==> src/rtl/memacc_pkg.sv <==
package memacc_pkg;

   typedef enum logic [1:0] {
      ACC_FETCH = 2'd0,
      ACC_LOAD  = 2'd1,
      ACC_STORE = 2'd2,
      ACC_RSVD  = 2'd3
   } acc_kind_e;

   typedef enum logic [1:0] {
      TGT_LOCAL = 2'd0,
      TGT_MEM   = 2'd1,
      TGT_MMIO  = 2'd2
   } tgt_e;

   typedef enum logic [1:0] {
      ST_IDLE  = 2'd0,
      ST_ISSUE = 2'd1,
      ST_WAIT  = 2'd2,
      ST_RESP  = 2'd3
   } st_e;

   localparam logic [3:0] CAUSE_NONE      = 4'd0;
   localparam logic [3:0] CAUSE_FETCH_ACC = 4'd1;
   localparam logic [3:0] CAUSE_LOAD_MIS  = 4'd4;
   localparam logic [3:0] CAUSE_LOAD_ACC  = 4'd5;
   localparam logic [3:0] CAUSE_STORE_MIS = 4'd6;
   localparam logic [3:0] CAUSE_STORE_ACC = 4'd7;

endpackage

==> src/rtl/memacc_align_chk.sv <==
module memacc_align_chk #(
   parameter int ADDR_W = 32,
   parameter int SIZE_W = 2
) (
   input  logic [ADDR_W-1:0] addr,
   input  logic [SIZE_W-1:0] size,
   output logic              misaligned
);
   // widest offset mask needed for the largest encodable size
   localparam int LOWB = (1 << SIZE_W) - 1;

   logic [LOWB-1:0] off_mask;

   initial begin
      assert (ADDR_W >= LOWB) else $error("address narrower than offset mask");
   end

   always_comb begin
      off_mask   = LOWB'((32'd1 << size) - 32'd1);
      misaligned = |(addr[LOWB-1:0] & off_mask);
   end
endmodule

==> src/rtl/memacc_order_dec.sv <==
module memacc_order_dec
   import memacc_pkg::*;
#(
   parameter int SIZE_W = 2,
   parameter int MAX_LG = 3
) (
   input  acc_kind_e         kind,
   input  logic              acq,
   input  logic              rel,
   input  logic              rsv,
   input  logic [SIZE_W-1:0] size,
   output logic              need_align,
   output logic              unsup
);
   logic too_wide;

   assign too_wide = (32'(size) > MAX_LG);

   always_comb begin
      need_align = 1'b0;
      unsup      = 1'b0;
      unique case (kind)
         ACC_FETCH: begin
            // ordering flags carry no meaning for fetches
            unsup = too_wide;
         end
         ACC_LOAD: begin
            need_align = acq | rsv;
            unsup      = (rel & ~acq) | too_wide;
         end
         ACC_STORE: begin
            need_align = rel | rsv;
            unsup      = (acq & ~rel) | too_wide;
         end
         default: begin
            unsup = 1'b1;
         end
      endcase
   end
endmodule

==> src/rtl/memacc_region_dec.sv <==
module memacc_region_dec #(
   parameter int                         ADDR_W    = 32,
   parameter int                         SIZE_W    = 2,
   parameter logic [ADDR_W-1:0]          MEM_BASE  = 32'h8000_0000,
   parameter logic [ADDR_W-1:0]          MEM_LAST  = 32'h8000_FFFF,
   parameter int                         NUM_MMIO  = 2,
   parameter logic [NUM_MMIO*ADDR_W-1:0] MMIO_BASE = {32'h2000_0000, 32'h1000_0000},
   parameter logic [NUM_MMIO*ADDR_W-1:0] MMIO_LAST = {32'h2000_00FF, 32'h1000_0FFF},
   parameter logic [NUM_MMIO-1:0]        MMIO_RD   = 2'b01,
   parameter logic [NUM_MMIO-1:0]        MMIO_WR   = 2'b11
) (
   input  logic [ADDR_W-1:0] addr,
   input  logic [SIZE_W-1:0] size,
   output logic              in_mem,
   output logic              in_mmio_rd,
   output logic              in_mmio_wr
);
   // one extra bit so that the last byte cannot wrap past the top
   localparam int EW = ADDR_W + 1;

   logic [EW-1:0]       first_b;
   logic [EW-1:0]       last_b;
   logic [NUM_MMIO-1:0] hit_rd;
   logic [NUM_MMIO-1:0] hit_wr;

   assign first_b = {1'b0, addr};
   assign last_b  = first_b + EW'((32'd1 << size) - 32'd1);

   function automatic logic covers(input logic [EW-1:0]     lo_b,
                                   input logic [EW-1:0]     hi_b,
                                   input logic [ADDR_W-1:0] base,
                                   input logic [ADDR_W-1:0] last);
      return (lo_b >= {1'b0, base}) && (hi_b <= {1'b0, last});
   endfunction

   assign in_mem = covers(first_b, last_b, MEM_BASE, MEM_LAST);

   for (genvar g = 0; g < NUM_MMIO; g++) begin : g_mmio
      logic hit;
      assign hit       = covers(first_b, last_b,
                                MMIO_BASE[g*ADDR_W +: ADDR_W],
                                MMIO_LAST[g*ADDR_W +: ADDR_W]);
      assign hit_rd[g] = hit & MMIO_RD[g];
      assign hit_wr[g] = hit & MMIO_WR[g];
   end

   assign in_mmio_rd = |hit_rd;
   assign in_mmio_wr = |hit_wr;
endmodule

==> src/rtl/memacc_dispatch.sv <==
module memacc_dispatch
   import memacc_pkg::*;
#(
   parameter int                         ADDR_W    = 32,
   parameter int                         DATA_W    = 64,
   parameter logic [ADDR_W-1:0]          MEM_BASE  = 32'h8000_0000,
   parameter logic [ADDR_W-1:0]          MEM_LAST  = 32'h8000_FFFF,
   parameter int                         NUM_MMIO  = 2,
   parameter logic [NUM_MMIO*ADDR_W-1:0] MMIO_BASE = {32'h2000_0000, 32'h1000_0000},
   parameter logic [NUM_MMIO*ADDR_W-1:0] MMIO_LAST = {32'h2000_00FF, 32'h1000_0FFF},
   parameter logic [NUM_MMIO-1:0]        MMIO_RD   = 2'b01,
   parameter logic [NUM_MMIO-1:0]        MMIO_WR   = 2'b11
) (
   input  logic              clk,
   input  logic              rst_n,
   input  logic              req_valid,
   output logic              req_ready,
   input  logic [1:0]        req_kind,
   input  logic [ADDR_W-1:0] req_addr,
   input  logic [1:0]        req_size,
   input  logic              req_acq,
   input  logic              req_rel,
   input  logic              req_rsv,
   input  logic [DATA_W-1:0] req_wdata,
   output logic [1:0]        bk_kind,
   output logic [ADDR_W-1:0] bk_addr,
   output logic [1:0]        bk_size,
   output logic [2:0]        bk_attr,
   output logic [DATA_W-1:0] bk_wdata,
   output logic              mem_req_valid,
   input  logic              mem_req_ready,
   input  logic              mem_rsp_valid,
   input  logic              mem_rsp_ok,
   input  logic [DATA_W-1:0] mem_rsp_rdata,
   output logic              mmio_req_valid,
   input  logic              mmio_req_ready,
   input  logic              mmio_rsp_valid,
   input  logic [DATA_W-1:0] mmio_rsp_rdata,
   output logic              rsp_valid,
   output logic [DATA_W-1:0] rsp_rdata,
   output logic              rsp_exc,
   output logic [3:0]        rsp_cause,
   output logic              rsp_unsup
);
   localparam int SIZE_W = 2;
   localparam int MAX_LG = $clog2(DATA_W / 8);

   initial begin
      assert (DATA_W == 8 || DATA_W == 16 || DATA_W == 32 || DATA_W == 64)
         else $error("DATA_W must be 8, 16, 32 or 64");
      assert (NUM_MMIO >= 1) else $error("at least one device range required");
      assert (ADDR_W >= 8) else $error("ADDR_W too small");
      assert (MEM_LAST >= MEM_BASE) else $error("memory range inverted");
   end

   // ---------------- decode of the incoming request ----------------
   acc_kind_e kind_in;
   logic      misal;
   logic      need_align;
   logic      unsup;
   logic      in_mem;
   logic      in_rd;
   logic      in_wr;

   assign kind_in = acc_kind_e'(req_kind);

   memacc_align_chk #(
      .ADDR_W (ADDR_W),
      .SIZE_W (SIZE_W)
   ) u_align (
      .addr       (req_addr),
      .size       (req_size),
      .misaligned (misal)
   );

   memacc_order_dec #(
      .SIZE_W (SIZE_W),
      .MAX_LG (MAX_LG)
   ) u_order (
      .kind       (kind_in),
      .acq        (req_acq),
      .rel        (req_rel),
      .rsv        (req_rsv),
      .size       (req_size),
      .need_align (need_align),
      .unsup      (unsup)
   );

   memacc_region_dec #(
      .ADDR_W    (ADDR_W),
      .SIZE_W    (SIZE_W),
      .MEM_BASE  (MEM_BASE),
      .MEM_LAST  (MEM_LAST),
      .NUM_MMIO  (NUM_MMIO),
      .MMIO_BASE (MMIO_BASE),
      .MMIO_LAST (MMIO_LAST),
      .MMIO_RD   (MMIO_RD),
      .MMIO_WR   (MMIO_WR)
   ) u_region (
      .addr       (req_addr),
      .size       (req_size),
      .in_mem     (in_mem),
      .in_mmio_rd (in_rd),
      .in_mmio_wr (in_wr)
   );

   tgt_e       d_tgt;
   logic       d_exc;
   logic [3:0] d_cause;
   logic       d_unsup;

   // priority: alignment, then flag pairing, then region routing
   always_comb begin
      d_tgt   = TGT_LOCAL;
      d_exc   = 1'b0;
      d_cause = CAUSE_NONE;
      d_unsup = 1'b0;
      if (need_align && misal) begin
         d_exc   = 1'b1;
         d_cause = (kind_in == ACC_STORE) ? CAUSE_STORE_MIS : CAUSE_LOAD_MIS;
      end else if (unsup) begin
         d_unsup = 1'b1;
      end else begin
         unique case (kind_in)
            ACC_FETCH: begin
               if (in_mem) d_tgt = TGT_MEM;
               else begin
                  d_exc   = 1'b1;
                  d_cause = CAUSE_FETCH_ACC;
               end
            end
            ACC_LOAD: begin
               if (in_rd)       d_tgt = TGT_MMIO;
               else if (in_mem) d_tgt = TGT_MEM;
               else begin
                  d_exc   = 1'b1;
                  d_cause = CAUSE_LOAD_ACC;
               end
            end
            ACC_STORE: begin
               if (in_wr)       d_tgt = TGT_MMIO;
               else if (in_mem) d_tgt = TGT_MEM;
               else begin
                  d_exc   = 1'b1;
                  d_cause = CAUSE_STORE_ACC;
               end
            end
            default: begin
               d_unsup = 1'b1;
            end
         endcase
      end
   end

   // ---------------- transaction state ----------------
   st_e               st;
   tgt_e              r_tgt;
   acc_kind_e         r_kind;
   logic [ADDR_W-1:0] r_addr;
   logic [1:0]        r_size;
   logic [2:0]        r_attr;
   logic [DATA_W-1:0] r_wdata;
   logic [DATA_W-1:0] r_rdata;
   logic              r_exc;
   logic [3:0]        r_cause;
   logic              r_unsup;
   logic              bk_accept;

   assign bk_accept = ((r_tgt == TGT_MEM)  && mem_req_ready) ||
                      ((r_tgt == TGT_MMIO) && mmio_req_ready);

   always_ff @(posedge clk or negedge rst_n) begin
      if (!rst_n) begin
         st      <= ST_IDLE;
         r_tgt   <= TGT_LOCAL;
         r_kind  <= ACC_FETCH;
         r_addr  <= '0;
         r_size  <= '0;
         r_attr  <= '0;
         r_wdata <= '0;
         r_rdata <= '0;
         r_exc   <= 1'b0;
         r_cause <= CAUSE_NONE;
         r_unsup <= 1'b0;
      end else begin
         unique case (st)
            ST_IDLE: begin
               if (req_valid) begin
                  r_tgt   <= d_tgt;
                  r_kind  <= kind_in;
                  r_addr  <= req_addr;
                  r_size  <= req_size;
                  r_attr  <= {req_rsv, req_rel, req_acq};
                  r_wdata <= req_wdata;
                  r_rdata <= '0;
                  r_exc   <= d_exc;
                  r_cause <= d_cause;
                  r_unsup <= d_unsup;
                  st      <= (d_tgt == TGT_LOCAL) ? ST_RESP : ST_ISSUE;
               end
            end
            ST_ISSUE: begin
               if (bk_accept) st <= ST_WAIT;
            end
            ST_WAIT: begin
               if (r_tgt == TGT_MEM && mem_rsp_valid) begin
                  st <= ST_RESP;
                  if (r_kind == ACC_STORE) begin
                     r_rdata <= DATA_W'(mem_rsp_ok);
                  end else if (mem_rsp_ok) begin
                     r_rdata <= mem_rsp_rdata;
                  end else begin
                     r_exc   <= 1'b1;
                     r_cause <= (r_kind == ACC_FETCH) ? CAUSE_FETCH_ACC : CAUSE_LOAD_ACC;
                  end
               end else if (r_tgt == TGT_MMIO && mmio_rsp_valid) begin
                  st      <= ST_RESP;
                  r_rdata <= (r_kind == ACC_STORE) ? DATA_W'(1) : mmio_rsp_rdata;
               end
            end
            default: begin
               st <= ST_IDLE;
            end
         endcase
      end
   end

   assign req_ready      = (st == ST_IDLE);
   assign mem_req_valid  = (st == ST_ISSUE) && (r_tgt == TGT_MEM);
   assign mmio_req_valid = (st == ST_ISSUE) && (r_tgt == TGT_MMIO);
   assign bk_kind        = r_kind;
   assign bk_addr        = r_addr;
   assign bk_size        = r_size;
   assign bk_attr        = r_attr;
   assign bk_wdata       = r_wdata;
   assign rsp_valid      = (st == ST_RESP);
   assign rsp_rdata      = r_rdata;
   assign rsp_exc        = r_exc;
   assign rsp_cause      = r_cause;
   assign rsp_unsup      = r_unsup;
endmodule

==> config.mk <==
export PLATFORM = sky130hd
export DESIGN_NAME = memacc_dispatch
export DESIGN_NICKNAME = d
export VERILOG_FILES = /design/src/rtl/memacc_pkg.sv /design/src/rtl/memacc_align_chk.sv /design/src/rtl/memacc_order_dec.sv /design/src/rtl/memacc_region_dec.sv /design/src/rtl/memacc_dispatch.sv
export SDC_FILE = /design/constraint.sdc
export NUM_CORES = 1
export LEC_CHECK = 0
export ABC_AREA = 1
export BUFFER_PORTS_ARGS = -buffer_cell sky130_fd_sc_hd__buf_2
export CORE_ASPECT_RATIO = 0.75
export CORE_MARGIN = 2
export CORE_UTILIZATION = 24
export DETAILED_ROUTE_END_ITERATION = 8
export PLACE_DENSITY = 0.48
export RECOVER_POWER = 50
export SETUP_SLACK_MARGIN = 0.3
export SLEW_MARGIN = 20
export SYNTH_ARGS = -nofsm -noshare
export SYNTH_HDL_FRONTEND = slang
export SYNTH_SLANG_ARGS = --single-unit
==> constraint.sdc <==
create_clock -name clk -period 2.45 [get_ports clk]
set_input_delay 0.49 -clock clk [delete_from_list [all_inputs] [get_ports clk]]
set_output_delay 0.49 -clock clk [all_outputs]
set_load 0.05 [all_outputs]
==> flow_metrics.py <==
metrics = {
    "synthesis": {
        "synth_edf_count": 0,
        "synth_top_flop_cell": "dfrtp_1",
        "yosysWarnings": 0,
        "ys_seq_elements": 176,
        "ys_seq_area_frac": 0.395,
        "synth_area_um2": 11200,
        "synth_cells": 1634,
        "post_synth.cell_area_avg_um2": 6.83,
        "ys_async_sr_fraction": 1.00,
        "synth_nets": 1948,
        "synth_cell_type_count": 38,
    },
    "sta": {
        "hold_violations": 0,
        "final_max_slew_viol_count": 59,
        "period_share": 1.16,
        "rsz0062_at_grt": "yes",
        "fin_skew_ps": 12.8,
        "tightest_slew_ps": 1610,
        "timing.fmax_mhz": 352,
        "fin_tns_setup_ps": -2240,
        "setup_viol": 7,
        "period_needed_ps": 2840,
        "slew_headroom": -0.0709,
        "postLayoutSetupSlackWorst_ps": -388,
    },
    "routing": {
        "num_vias": 12033,
        "route.detailed.drc": 0,
        "drt-initial-drc-count": 721,
        "antenna_left": 0,
        "vias_per_cell": 4.30,
        "drt_pass1_iterations": 5,
        "wl_per_cell_um": 14.8,
        "routed_wl_um": 41400,
    },
    "grt": {
        "grt_pass1_wl_um": 62700,
        "grt_usage": 0.167,
        "antenna_found_initial": 6,
        "grt.overflow.total": 0,
        "grt_max_degree": 145,
        "grt_pass1_vias": 11652,
    },
    "layout": {
        "finalInstanceArea_um2": 16400,
        "layout.nets": 2504,
        "area.growth.synth_to_final_pct": 47.2,
        "final_cells": 2800,
        "drive_above_1_share": 0.326,
    },
    "critical_path": {
        "worstPathMaxFanout": 4,
        "cp.arrival_ps": 3190,
        "end_kind": "flip-flop",
        "rrSetupSlack_ps": 300,
        "worstSetupStartpointType": "primary input",
        "required_ps": 2800,
        "path_class": "in2reg",
    },
    "pwr": {
        "max-vdd-ir-drop_mv": 0.787,
        "power-per-cell-area_nw_per_um2": 1240,
        "p_leak_nw": 9.00,
    },
    "clock_network": {
        "clock_sinks": 176,
        "cts_root_buf": "clkbuf_16",
        "cts_tree": "yes",
        "cts_max_path_buffers": 2,
        "h-tree-depth": 4,
        "path_clk_slew_ps": 80,
        "clk_latency_ps": 460,
        "cts_buffers": 17,
    },
    "placement": {
        "dp_hpwl_um": 32400,
        "dp_cells": 2748,
        "post_dp_cell_area_um2": 15200,
        "gp_congestion": 0.866,
        "post-place-ws_ps": -1110,
        "numPortBuffers": 414,
    },
    "floorplan": {
        "die_area_um2": 48200,
        "core_um2": 45900,
        "num_rows": 68,
        "ioPinCount": 416,
        "die_w_um": 253,
        "initial_core_util": 0.243,
        "die_y_um": 191,
    },
    "job": {
        "cap_violations": 1,
    },
    "hold_path": {
        "holdCritPathClass": "in2reg",
    },
    "run_status": {
        "outcome": "finished with violations",
        "violations": "max-capacitance violations, max-slew violations, negative setup slack",
    },
}
[power by group]
part           total (W)  switching [W]  internal, W
clock            0.00280        0.00141      0.00138
combinational     0.0124        0.00923      0.00315
sequential       0.00513       0.000764      0.00437
[final timing paths]
check / cells past startpoint / startpoint / endpoint
setup / recovery: 27 / req_size[0] / st[1]
hold / removal: 3 / req_wdata[56] / bk_wdata[56]
setup reg to reg: 10 / st[0] / rsp_rdata[44]
hold reg to reg: 2 / bk_wdata[54] / bk_wdata[54]
max in group asynchronous: 3 / rst_n / rsp_cause[2]
min in group asynchronous: 2 / rst_n / rsp_rdata[18]
[metal layers]
layer,part of all wire,vias up,global-route usage
li1,-,6188,-
met2,0.43,333,0.258
met5,0.0012,-,0
met4,0.021,8,0.0498
met1,0.47,5444,0.224
met3,0.074,60,0.0504
[cells by family (layout without fill, tap and decap cells)]
kind of cell    after synthesis  in the layout  synth area share
simple gates                894            894             0.325
buf+inv                     259            828            0.0875
compound gates              222            222             0.102
flops                       176            176             0.395
fa+ha+maj                    75             75            0.0848
xor+xnor                      7              7           0.00550
other cells                   1              3          0.000336
[layout make-up]
cell class	count	area, um^2
diodes	2	5.00
multi-input cells	1199	6460
clock inverters	14	143
inverters	202	781
clock buffers	18	439
repair buffers	594	3450
flip-flops and latches	176	4400
well taps	595	744
fillers	5018	29500
[critical path, cell delays in order]
cell and delay (ps):
buf_6 110, inv_6 70, nand2_4 50, ha_4 260
inv_1 30, ha_1 270, nand2_2 70, nand2_2 80
nand4_1 130, nand2_2 190, nand2_2 80, nand2_2 70
nand2_2 60, nand3_1 120, nand2_4 90, nor2_4 130
nand2_4 80, nor2_4 110, nand3_2 110, nand4_4 130
nand3_4 90, nand3b_4 100, nand2_2 60, nand2_1 70
nand2_1 40, nand2_1 50, nand2_1 50
[cells in the mapped netlist, types with 2 or more instances]
cell type	n	area, um^2
a21oi_1	92	460
a31o_2	2	17.5
and2_1	6	37.5
buf_1	5	18.8
clkbuf_1	51	191
clkinv_1	6	22.5
dfrtp_1	176	4400
ha_1	74	926
inv_1	187	702
inv_2	9	33.8
nand2_1	516	1940
nand2_2	5	31.3
nand3_1	45	225
nand3_2	2	20.0
nand3b_1	2	15.0
nand4_1	17	106
nor2_1	261	980
nor2_2	14	87.6
nor3_1	13	65.1
nor3_2	5	50.1
nor4_1	2	12.5
o21ai_0	114	571
o21ai_1	5	25.0
o21bai_1	3	22.5
o31ai_1	2	15.0
or2_2	2	12.5
xor2_1	7	61.3
[flip-flops by register name, summed over array words and instances, names as in the netlist]
signal	cells
rsp_exc	1
r_tgt	2
rsp_unsup	1
rsp_rdata	64
st	2
bk_attr	3
bk_wdata	64
bk_kind	2
bk_addr	32
bk_size	2
rsp_cause	3
[layout by cell type (no fill, tap or decap), drive strengths merged, types with 2 or more instances in the layout]
cell / count
nand2: 521
buf: 506
nor2: 275
inv: 205
dfrtp: 176
o21ai: 119
clkbuf: 104
a21oi: 93
ha: 74
nand3: 47
nand4: 18
nor3: 18
clkinv: 10
xor2: 7
and2: 6
o21bai: 3
nand3b: 3
diode: 2
or2: 2
o31ai: 2
a31o: 2
nor4: 2
[metrics by stage]
stage / total power (W) / utilization / hold slack (ps)
floorplan: 0.0137 / - / 194
global placement: 0.0171 / 0.331 / 457
detailed placement: 0.0172 / 0.331 / 459
CTS: 0.0204 / 0.350 / 173
global route: 0.0218 / 0.357 / 197
finish: 0.0203 / 0.357 / 215
[repair_timing]
action,in CTS,in global routing
gates resized for setup,50,114
setup buffers,8,7
hold buffers,1,0
pin swaps,31,55
gates cloned,1,1
endpoints found under the hold margin,11,0
endpoints found under the setup margin,40,73
Power figures use the tool's default switching activity.
